$ cat config.mk
export PLATFORM = sky130hd
export DESIGN_NAME = spi_diag_seq
export DESIGN_NICKNAME = d
export VERILOG_FILES = /design/src/rtl/spi_diag_pkg.sv /design/src/rtl/spi_diag_timer.sv /design/src/rtl/spi_diag_shifter.sv /design/src/rtl/spi_diag_classify.sv /design/src/rtl/spi_diag_seq.sv
export SDC_FILE = /design/constraint.sdc
export NUM_CORES = 1
export LEC_CHECK = 0
export ABC_AREA = 1
export BUFFER_PORTS_ARGS = -buffer_cell sky130_fd_sc_hd__buf_2
export CORE_ASPECT_RATIO = 1.1
export CORE_MARGIN = 2
export CORE_UTILIZATION = 50
export DETAILED_ROUTE_END_ITERATION = 7
export GPL_ROUTABILITY_DRIVEN = 0
export PLACE_DENSITY_LB_ADDON = 0.2
export SYNTH_ARGS = -nofsm -noshare
export SYNTH_HDL_FRONTEND = slang
export SYNTH_SLANG_ARGS = --single-unit
$ cat constraint.sdc
create_clock -name clk -period 4.8 [get_ports clk]
set_input_delay 0.72 -clock clk [delete_from_list [all_inputs] [get_ports clk]]
set_output_delay 0.72 -clock clk [all_outputs]
set_load 0.05 [all_outputs]
$ cat src/rtl/spi_diag_pkg.sv
`timescale 1ns/1ps
package spi_diag_pkg;

    typedef enum logic [2:0] {
        PH_IDLE,
        PH_LEAD,
        PH_HIGH,
        PH_LOW,
        PH_LAG,
        PH_SETTLE
    } phase_e;

endpackage

$ cat src/rtl/spi_diag_timer.sv
`timescale 1ns/1ps
module spi_diag_timer #(
    parameter int TW = 8
) (
    input  logic          clk,
    input  logic          rst_n,
    input  logic          load,
    input  logic [TW-1:0] load_val,
    output logic          expired
);

    logic [TW-1:0] cnt_d, cnt_q;

    always_comb begin
        cnt_d = cnt_q;
        if (load) begin
            cnt_d = load_val;
        end else if (cnt_q != '0) begin
            cnt_d = cnt_q - TW'(1);
        end
    end

    always_ff @(posedge clk or negedge rst_n) begin
        if (!rst_n) begin
            cnt_q <= '0;
        end else begin
            cnt_q <= cnt_d;
        end
    end

    assign expired = (cnt_q == '0);

endmodule

$ cat src/rtl/spi_diag_shifter.sv
`timescale 1ns/1ps
module spi_diag_shifter #(
    parameter int W = 8
) (
    input  logic         clk,
    input  logic         rst_n,
    input  logic         load,
    input  logic [W-1:0] load_val,
    input  logic         adv,
    input  logic         cap,
    input  logic         cap_bit,
    output logic         ser_out,
    output logic [W-1:0] rx
);

    logic [W-1:0] tx_d, tx_q;
    logic [W-1:0] rx_d, rx_q;

    always_comb begin
        tx_d = tx_q;
        rx_d = rx_q;
        if (load) begin
            tx_d = load_val;
        end else if (adv) begin
            tx_d = {tx_q[W-2:0], 1'b0};
        end
        if (cap) begin
            rx_d = {rx_q[W-2:0], cap_bit};
        end
    end

    always_ff @(posedge clk or negedge rst_n) begin
        if (!rst_n) begin
            tx_q <= '0;
            rx_q <= '0;
        end else begin
            tx_q <= tx_d;
            rx_q <= rx_d;
        end
    end

    assign ser_out = tx_q[W-1];
    assign rx      = rx_q;

endmodule

$ cat src/rtl/spi_diag_classify.sv
`timescale 1ns/1ps
module spi_diag_classify #(
    parameter int W = 8
) (
    input  logic [W-1:0] sent,
    input  logic [W-1:0] echoed,
    output logic [W-1:0] mismatch,
    output logic [W-1:0] is_short
);

    for (genvar g = 0; g < W; g++) begin : g_chan
        always_comb begin
            mismatch[g] = sent[g] ^ echoed[g];
            is_short[g] = mismatch[g] & ~sent[g];
        end
    end

endmodule

$ cat src/rtl/spi_diag_seq.sv
`timescale 1ns/1ps
module spi_diag_seq
    import spi_diag_pkg::*;
#(
    parameter int NBITS      = 8,
    parameter int HALF_CYC   = 13,
    parameter int LEAD_CYC   = 13,
    parameter int LAG_CYC    = 13,
    parameter int SETTLE_CYC = 8000
) (
    input  logic             clk,
    input  logic             rst_n,
    input  logic             start,
    input  logic [NBITS-1:0] cmd,
    output logic             busy,
    output logic             done,
    output logic [NBITS-1:0] fault_mask,
    output logic [NBITS-1:0] fault_short,
    output logic             ce_n,
    output logic             sclk,
    output logic             si,
    input  logic             so
);

    localparam int MAX_A = (HALF_CYC > LEAD_CYC) ? HALF_CYC : LEAD_CYC;
    localparam int MAX_B = (LAG_CYC > SETTLE_CYC) ? LAG_CYC : SETTLE_CYC;
    localparam int MAX_C = (MAX_A > MAX_B) ? MAX_A : MAX_B;
    localparam int TW    = $clog2(MAX_C + 1);
    localparam int BW    = $clog2(NBITS + 1);

    localparam logic [TW-1:0] T_HALF   = TW'(HALF_CYC - 1);
    localparam logic [TW-1:0] T_LEAD   = TW'(LEAD_CYC - 1);
    localparam logic [TW-1:0] T_LAG    = TW'(LAG_CYC - 1);
    localparam logic [TW-1:0] T_SETTLE = TW'(SETTLE_CYC - 1);
    localparam logic [BW-1:0] LAST_BIT = BW'(NBITS);

    typedef struct packed {
        phase_e           phase;
        logic             second;
        logic [BW-1:0]    nbit;
        logic             ce_n;
        logic             sclk;
        logic             busy;
        logic             done;
        logic [NBITS-1:0] cmd;
        logic [NBITS-1:0] mask;
        logic [NBITS-1:0] shrt;
    } seq_t;

    localparam seq_t SEQ_RESET = '{
        phase:  PH_IDLE,
        second: 1'b0,
        nbit:   '0,
        ce_n:   1'b1,
        sclk:   1'b0,
        busy:   1'b0,
        done:   1'b0,
        cmd:    '0,
        mask:   '0,
        shrt:   '0
    };

    seq_t s_d, s_q;

    logic             tmr_load;
    logic [TW-1:0]    tmr_val;
    logic             tmr_exp;
    logic             sh_load;
    logic [NBITS-1:0] sh_val;
    logic             sh_adv;
    logic             sh_cap;
    logic [NBITS-1:0] rx_byte;
    logic [NBITS-1:0] cls_mask;
    logic [NBITS-1:0] cls_short;

    spi_diag_timer #(.TW(TW)) tmr_i (
        .clk      (clk),
        .rst_n    (rst_n),
        .load     (tmr_load),
        .load_val (tmr_val),
        .expired  (tmr_exp)
    );

    spi_diag_shifter #(.W(NBITS)) shf_i (
        .clk      (clk),
        .rst_n    (rst_n),
        .load     (sh_load),
        .load_val (sh_val),
        .adv      (sh_adv),
        .cap      (sh_cap),
        .cap_bit  (so),
        .ser_out  (si),
        .rx       (rx_byte)
    );

    spi_diag_classify #(.W(NBITS)) cls_i (
        .sent     (s_q.cmd),
        .echoed   (rx_byte),
        .mismatch (cls_mask),
        .is_short (cls_short)
    );

    // Next-state computation for the whole sequencer
    always_comb begin
        s_d      = s_q;
        tmr_load = 1'b0;
        tmr_val  = '0;
        sh_load  = 1'b0;
        sh_adv   = 1'b0;
        sh_cap   = 1'b0;
        sh_val   = (s_q.phase == PH_IDLE) ? cmd : s_q.cmd;

        unique case (s_q.phase)
            PH_IDLE: begin
                if (start) begin
                    s_d.phase  = PH_LEAD;
                    s_d.second = 1'b0;
                    s_d.nbit   = '0;
                    s_d.ce_n   = 1'b0;
                    s_d.busy   = 1'b1;
                    s_d.done   = 1'b0;
                    s_d.cmd    = cmd;
                    sh_load    = 1'b1;
                    tmr_load   = 1'b1;
                    tmr_val    = T_LEAD;
                end
            end
            PH_LEAD: begin
                if (tmr_exp) begin
                    s_d.phase = PH_HIGH;
                    s_d.sclk  = 1'b1;
                    tmr_load  = 1'b1;
                    tmr_val   = T_HALF;
                end
            end
            PH_HIGH: begin
                // falling edge: slave latches si, master samples so
                if (tmr_exp) begin
                    s_d.phase = PH_LOW;
                    s_d.sclk  = 1'b0;
                    s_d.nbit  = s_q.nbit + BW'(1);
                    sh_cap    = 1'b1;
                    tmr_load  = 1'b1;
                    tmr_val   = T_HALF;
                end
            end
            PH_LOW: begin
                if (tmr_exp) begin
                    if (s_q.nbit == LAST_BIT) begin
                        s_d.phase = PH_LAG;
                        tmr_load  = 1'b1;
                        tmr_val   = T_LAG;
                    end else begin
                        // rising edge: next data bit goes out with it
                        s_d.phase = PH_HIGH;
                        s_d.sclk  = 1'b1;
                        sh_adv    = 1'b1;
                        tmr_load  = 1'b1;
                        tmr_val   = T_HALF;
                    end
                end
            end
            PH_LAG: begin
                if (tmr_exp) begin
                    s_d.ce_n = 1'b1;
                    if (!s_q.second) begin
                        s_d.phase = PH_SETTLE;
                        tmr_load  = 1'b1;
                        tmr_val   = T_SETTLE;
                    end else begin
                        s_d.phase = PH_IDLE;
                        s_d.busy  = 1'b0;
                        s_d.done  = 1'b1;
                        s_d.mask  = cls_mask;
                        s_d.shrt  = cls_short;
                    end
                end
            end
            PH_SETTLE: begin
                if (tmr_exp) begin
                    s_d.phase  = PH_LEAD;
                    s_d.second = 1'b1;
                    s_d.nbit   = '0;
                    s_d.ce_n   = 1'b0;
                    sh_load    = 1'b1;
                    tmr_load   = 1'b1;
                    tmr_val    = T_LEAD;
                end
            end
            default: begin
                s_d = SEQ_RESET;
            end
        endcase
    end

    always_ff @(posedge clk or negedge rst_n) begin
        if (!rst_n) begin
            s_q <= SEQ_RESET;
        end else begin
            s_q <= s_d;
        end
    end

    assign busy        = s_q.busy;
    assign done        = s_q.done;
    assign fault_mask  = s_q.mask;
    assign fault_short = s_q.shrt;
    assign ce_n        = s_q.ce_n;
    assign sclk        = s_q.sclk;

endmodule

Yosys cells after proc, flatten, opt, wreduce, memory -nomap -nowiden
Cells that the tools add are included.
{"block": "totals", "register_bits": 65, "in_bits": 12, "out_inout_bits": 21, "word_cells": 126}
{"block": "op_classes", "addsub": 2, "n_eq_ne": 14, "mux": 46, "n_bitwise": 31, "reduce_logical": 20}
{"op": "13-bit 2-to-1 mux", "n": 4}
{"op": "13-bit case mux with 3 select lines", "n": 1}
{"op": "16-bit 2-to-1 mux", "n": 2}
{"op": "16-bit case mux with 2 select lines", "n": 1}
{"op": "8-bit 2-to-1 mux", "n": 3}
{"op": "3-bit 2-to-1 mux", "n": 6}
{"op": "9-bit 2-to-1 mux", "n": 2}
{"op": "3-bit case mux with 6 select lines", "n": 1}
{"op": "2-bit inequality test, second input constant", "n": 8}
{"op": "4-bit case mux with 4 select lines", "n": 1}
{"op": "8-bit case mux with 2 select lines", "n": 1}
{"op": "1-bit inverter", "n": 15}
{"op": "13-bit logical NOT", "n": 1}
{"op": "13-bit nonzero test", "n": 1}
{"op": "13-bit by 1-bit subtractor with 13-bit output, second input constant", "n": 1}
{"op": "1-bit 2-to-1 mux", "n": 12}
{"op": "4-bit 2-to-1 mux", "n": 3}
{"op": "4-bit AND reduction", "n": 3}
{"op": "10-bit 2-to-1 mux", "n": 1}
{"op": "5-bit OR reduction", "n": 2}
{"op": "3-bit OR reduction", "n": 3}
{"op": "1-bit bitwise AND", "n": 8}
{"op": "1-bit case mux with 4 select lines", "n": 2}
{"op": "4-bit OR reduction", "n": 2}
{"op": "other kinds (16)", "n": 29}

Longest topological paths before layout
{"block": "depth", "ltp_word": 6, "mapped_depth": 12, "depth_no_buf": 10}

Modules after synthesis
A second synthesis with hierarchy kept.
{"block": "unflattened", "cells_unflattened": 511, "hier_area_um2": 3926.3}
{"mod": "spi_diag_seq", "instances": 1, "cells_each": 279, "area_each_um2": 2178.3, "seq_area_each_um2": 902.1}
{"mod": "spi_diag_timer", "instances": 1, "cells_each": 135, "area_each_um2": 910.9, "seq_area_each_um2": 325.3}
{"mod": "spi_diag_shifter", "instances": 1, "cells_each": 73, "area_each_um2": 676.9, "seq_area_each_um2": 400.4}
{"mod": "spi_diag_classify", "instances": 1, "cells_each": 24, "area_each_um2": 160.2, "seq_area_each_um2": 0.0}

Worst setup path before layout
OpenSTA, ideal clock, no wires.
{"block": "synth_timing", "path_kind": "input to register", "startpoint": "in start", "endpoint": "reg tmr_i.cnt_q[1]", "setup_ns": 0.117, "arrival_time_ns": 1.535, "t_required_ns": 4.683, "setup_slack_ns": 3.148, "stages": 7, "path_buffers": 2, "cell_sequence": "clkbuf_1 nand2_1 buf_2 nand3b_1 nand2_1 nand2_1 nand2_1"}
{"block": "synth_via", "elab_chain_len": 3, "word_cells_on_any_way": 4, "classes_between": "mux: 3; reduce/logical: 1"}
{"element": "from (decl)", "line_no": "spi_diag_seq.sv:13", "source": "input logic start,"}
{"element": "1-bit 2-to-1 mux *", "line_no": "spi_diag_seq.sv:115", "source": "if (start) begin"}
{"element": "1-bit case mux with 3 select lines *", "line_no": "spi_diag_seq.sv:113", "source": "unique case (s_q.phase)"}
{"element": "13-bit 2-to-1 mux or 2-bit nonzero test (tied branches)"}
{"element": "to (signal assigned)", "line_no": "spi_diag_timer.sv:27", "source": "cnt_q <= cnt_d;"}
{"element": "to (decl)", "line_no": "spi_diag_timer.sv:12", "source": "logic [TW-1:0] cnt_d, cnt_q;"}
Mark *: on every way between the ends. The rest lies on a longest branch, timed or not.
A chain may end at the register's enable or synchronous reset.

Worst setup path in the final report
{"block": "layout_timing", "startpoint": "reg tmr_i.cnt_q[0]", "endpoint": "reg s_q (netlist bit fault_short[5])"}
{"block": "layout_via", "elab_chain_len": 3}
{"element": "13-bit logical NOT", "line_no": "spi_diag_timer.sv:31", "source": "assign expired = (cnt_q == '0);"}
{"element": "2-bit inequality test (no source line)"}
{"element": "3-bit AND reduction (no source line)"}
{"element": "to (signal assigned)", "line_no": "spi_diag_seq.sv:198", "source": "s_q <= SEQ_RESET;"}
{"element": "to (signal assigned)", "line_no": "spi_diag_seq.sv:200", "source": "s_q <= s_d;"}
{"element": "to (decl)", "line_no": "spi_diag_seq.sv:63", "source": "seq_t s_d, s_q;"}
No other way between the ends.

==> summary.md <==
| Metric | Value |
|---|---|
| R2R Path Start | tmr_i.cnt_q[0] |
| Element type at the critical path end | flip-flop |
| DRT iter0 DRCs | 221 |
| Synth top area share | 45.70% |
| IO Port Bufs | 32 |
| Routed Antenna Nets | 0 |
| Area of the multi-input gates | 1491 sq um |
| GRT overflow | 0 |
| Crit path cell chain | inv_1, ha_1, nand2_2, nor2_4, nand2_2, a21oi_2, nand3_1, o21ai_0 |
| Clock Sinks | 65 |
| Setup WS pre-CTS | 2313 ps |
| Vias in the first global route | 2656 |
| Die ar. | 7696 sq um |
| Post-layout min period | 2472 ps |
| Largest family of logic cells by synthesized area | simple AND/OR/NAND/NOR gates |
| Worst IR Drop VDD | 394.6 uV |
| Gr usage total | 20.44% |
| Slew Viols, Final | 0 |
| Post-synthesis mux area share | 0% |
| FP Rows | 32 |
| Largest net degree at the start of global routing | 66 |
| Total CTS buffers | 9 |
| Ys Warns | 0 |
| Worst hold start | busy |
| Clock latency on the worst-skew pair | 350 ps |
| Htree depth | 3 |
| Final Cycle Share | 51.50% |
| Net Count, Synth | 460 |
| Post-synth top flop | dfrtp_1 |
| Initial antenna violation count | 0 |
| Post-DP HPWL | 5.005 mm |
| MaxCap Viol Count | 0 |
| Number of synthesized flops with an enable pin | 0 |
| PwrDens | 560.1 nW/um^2 |
| CP max FO | 32 |
| Worst hold-check path type | reg -> reg |
| Fillers | 675 |
| First-pass GRT wire length | 12.67 mm |
| Nets | 475 |
| Top Ports | 33 |
| Final Hold Viols | 0 |
| WP data required | 5060 ps |
| Initial Util | 50.89% |
| Maximum root-to-sink buffer count | 2 |
| Critical Path End | fault_short[5] |
| Final WL | 7.144 mm |
| Skew final | 10.49 ps |
| Slowest cell on the critical path | a21oi_2 |
| Die width | 83.83 um |
| Max stage delay on crit path | 930 ps |
| Synth async-reset ratio | 100.0% |
| XOR/XNOR share of the synthesized area | 1.499% |
| Worst-Margin Slew | 1106 ps |
| # setup viols final | 0 |
| Core Util, Final | 55.18% |
| Critical path startpoint category | flip-flop |
| Crit path DAT | 2730 ps |
| Top cell by count, worst path | nand2_2 |
| Area grow syn2layout | 8.425% |
| Clock slew at reported path FFs | 80 ps |
| DRC errors left | 0 |
| CTS Hold Bufs | 0 |
| ANT cells | 0 |
| Largest cells by area after synthesis | dfrtp_1 (46%), nand2_1 (12%), nand3_1 (7.0%) |
| Reg2Reg Setup Slack | 2330 ps |
| Flip-flop and latch count after synthesis | 65 |
| Cell Area, Placed | 3580 sq um |
| CTS Root Cell | clkbuf_8 |
| Area leader, netlist | dfrtp_1 |
| PostCTS Resize Cnt | 0 |
| Most frequent cell after synthesis | nand2_1 |
| Sequential area share after synthesis | 46.45% |
| Reg area | 1628 sq um |
| Drt via density | 5.188 |
| Fmax | 404.5 MHz |
| Worst-case reg-to-reg path depth | 8 |
| Crit Path Class | reg -> reg |
| Post-Synth Adder-Cell Area | 3.927% |
| Synth Area in Compound Gates | 8.747% |
| Synth Area in Simple Gates | 28.38% |
| Post-Syn Instances | 437 |
| Setup TNS | 0 ps |
| Commonest cells in the synthesized netlist | nand2_1 (115), dfrtp_1 (64), nand3_1 (49), inv_1 (42), o21ai_0 (37) |
| Slew headroom | 26.25% |
| WL/cell | 13.18 um |
| WHS | 475.1 ps |
| Crit Reg-Reg Endpoint | fault_short[5] |
| CTS tree | yes |
| Core area | 6887 sq um |
| Worst Setup SP | tmr_i.cnt_q[0] |
| Post-route cell area | 3800 sq um |
| Share of layout cells above drive strength 1 | 15.75% |
| TritonRoute pass-1 iters | 4 |
| Mean Syn Cell Area | 8.020 sq um |
| Die H | 91.81 um |
| Setup ws final | 2328 ps |
| Outcome | finished clean |
| P_leak | 0.001986 uW |
| Post-CTS Setup Bufs | 0 |
| Vias | 2812 |
| Post-synth cell types | 32 |
| RSZ-0062 raised after global routing | no |
| Mapped cell area | 3505 sq um |
-- through the flow --
stage / total power, uW / std cells
finish: 2128 / 542
global route: 2316 / 542
CTS: 2144 / 542
detailed placement: 1621 / 526
global placement: 1601 / 526
floorplan: 1447 / 437
-- report_power, final --
part           switching, uW  total [uW]  internal, uW
combinational            542         799           257
sequential               109         809           700
clock                    215         521           306
-- routing by layer --
layer	global-route usage [%]	vias up	wire length [um]
met5	0	-	0
met4	7.930	0	130
met3	3.960	11	298
met2	31.27	64	3219
met1	28.79	1315	3496
li1	-	1422	-
-- logic make-up (layout without fill, tap and decap cells) --
family,after synthesis,count (layout)
AND/OR/NAND/NOR,221,221
flip-flops,65,65
AO/OA/AOI/OAI,56,56
adder cells (fa/ha/maj),11,11
XOR/XNOR,6,6
buffers and inverters,78,98
-- flip-flops by register name, indices dropped and copies added (netlist names) --
| register | count |
|---|---|
| busy | 1 |
| done | 1 |
| shf_i.tx_q | 8 |
| sclk | 1 |
| fault_short | 8 |
| s_q | 16 |
| fault_mask | 8 |
| ce_n | 1 |
| tmr_i.cnt_q | 13 |
| shf_i.rx | 8 |
-- cells in the final DEF, fill, tap and decap left out, types with 2 or more instances in the layout --
cell type | netlist | routed
nand2_4 | 2 | 2
clkbuf_8 | 0 | 10
a21oi_1 | 9 | 9
nand2_1 | 115 | 115
dfrtp_1 | 64 | 64
inv_1 | 42 | 42
nand4_1 | 9 | 9
ha_1 | 11 | 11
o211ai_1 | 2 | 2
clkinv_2 | 0 | 2
nor2_2 | 2 | 2
nand3_1 | 49 | 49
o21ai_0 | 37 | 37
nor3_1 | 2 | 2
xnor2_1 | 4 | 4
xor2_1 | 2 | 2
nand2_2 | 5 | 5
nor2_4 | 3 | 3
o21ai_1 | 4 | 4
nand3b_1 | 4 | 4
inv_2 | 6 | 6
bufinv_16 | 0 | 2
nor2_1 | 28 | 28
buf_2 | 6 | 32
-- layout make-up --
| cell class | instances | share of cell area [%] |
|---|---|---|
| flip-flops and latches | 65 | 42.84 |
| repair buffers | 33 | 4.412 |
| clock buffers | 11 | 3.721 |
| well taps | 85 | 2.799 |
| inverters | 49 | 4.906 |
| clock inverters | 5 | 2.074 |
| multi-input cells | 294 | 39.25 |
-- worst max-delay path: cells and delay by family (launching register included) --
kind	cells	cell delay (ps)
adders and majority gates	1	230
AOI/OAI and AO/OA	2	1070
buffers and inverters	1	90
DFF	1	380
and+or+nand+nor	4	610
-- worst min-delay path by stage --
stage | to | slack (ps) | cells after the start
after global routing | ce_n | 510 | 2
after CTS | busy | 480 | 2
after floorplan | busy | 420 | 0
final | busy | 480 | 2
after detailed placement | busy | 460 | 2
after global placement | busy | 450 | 2
Power figures use the tool's default switching activity.
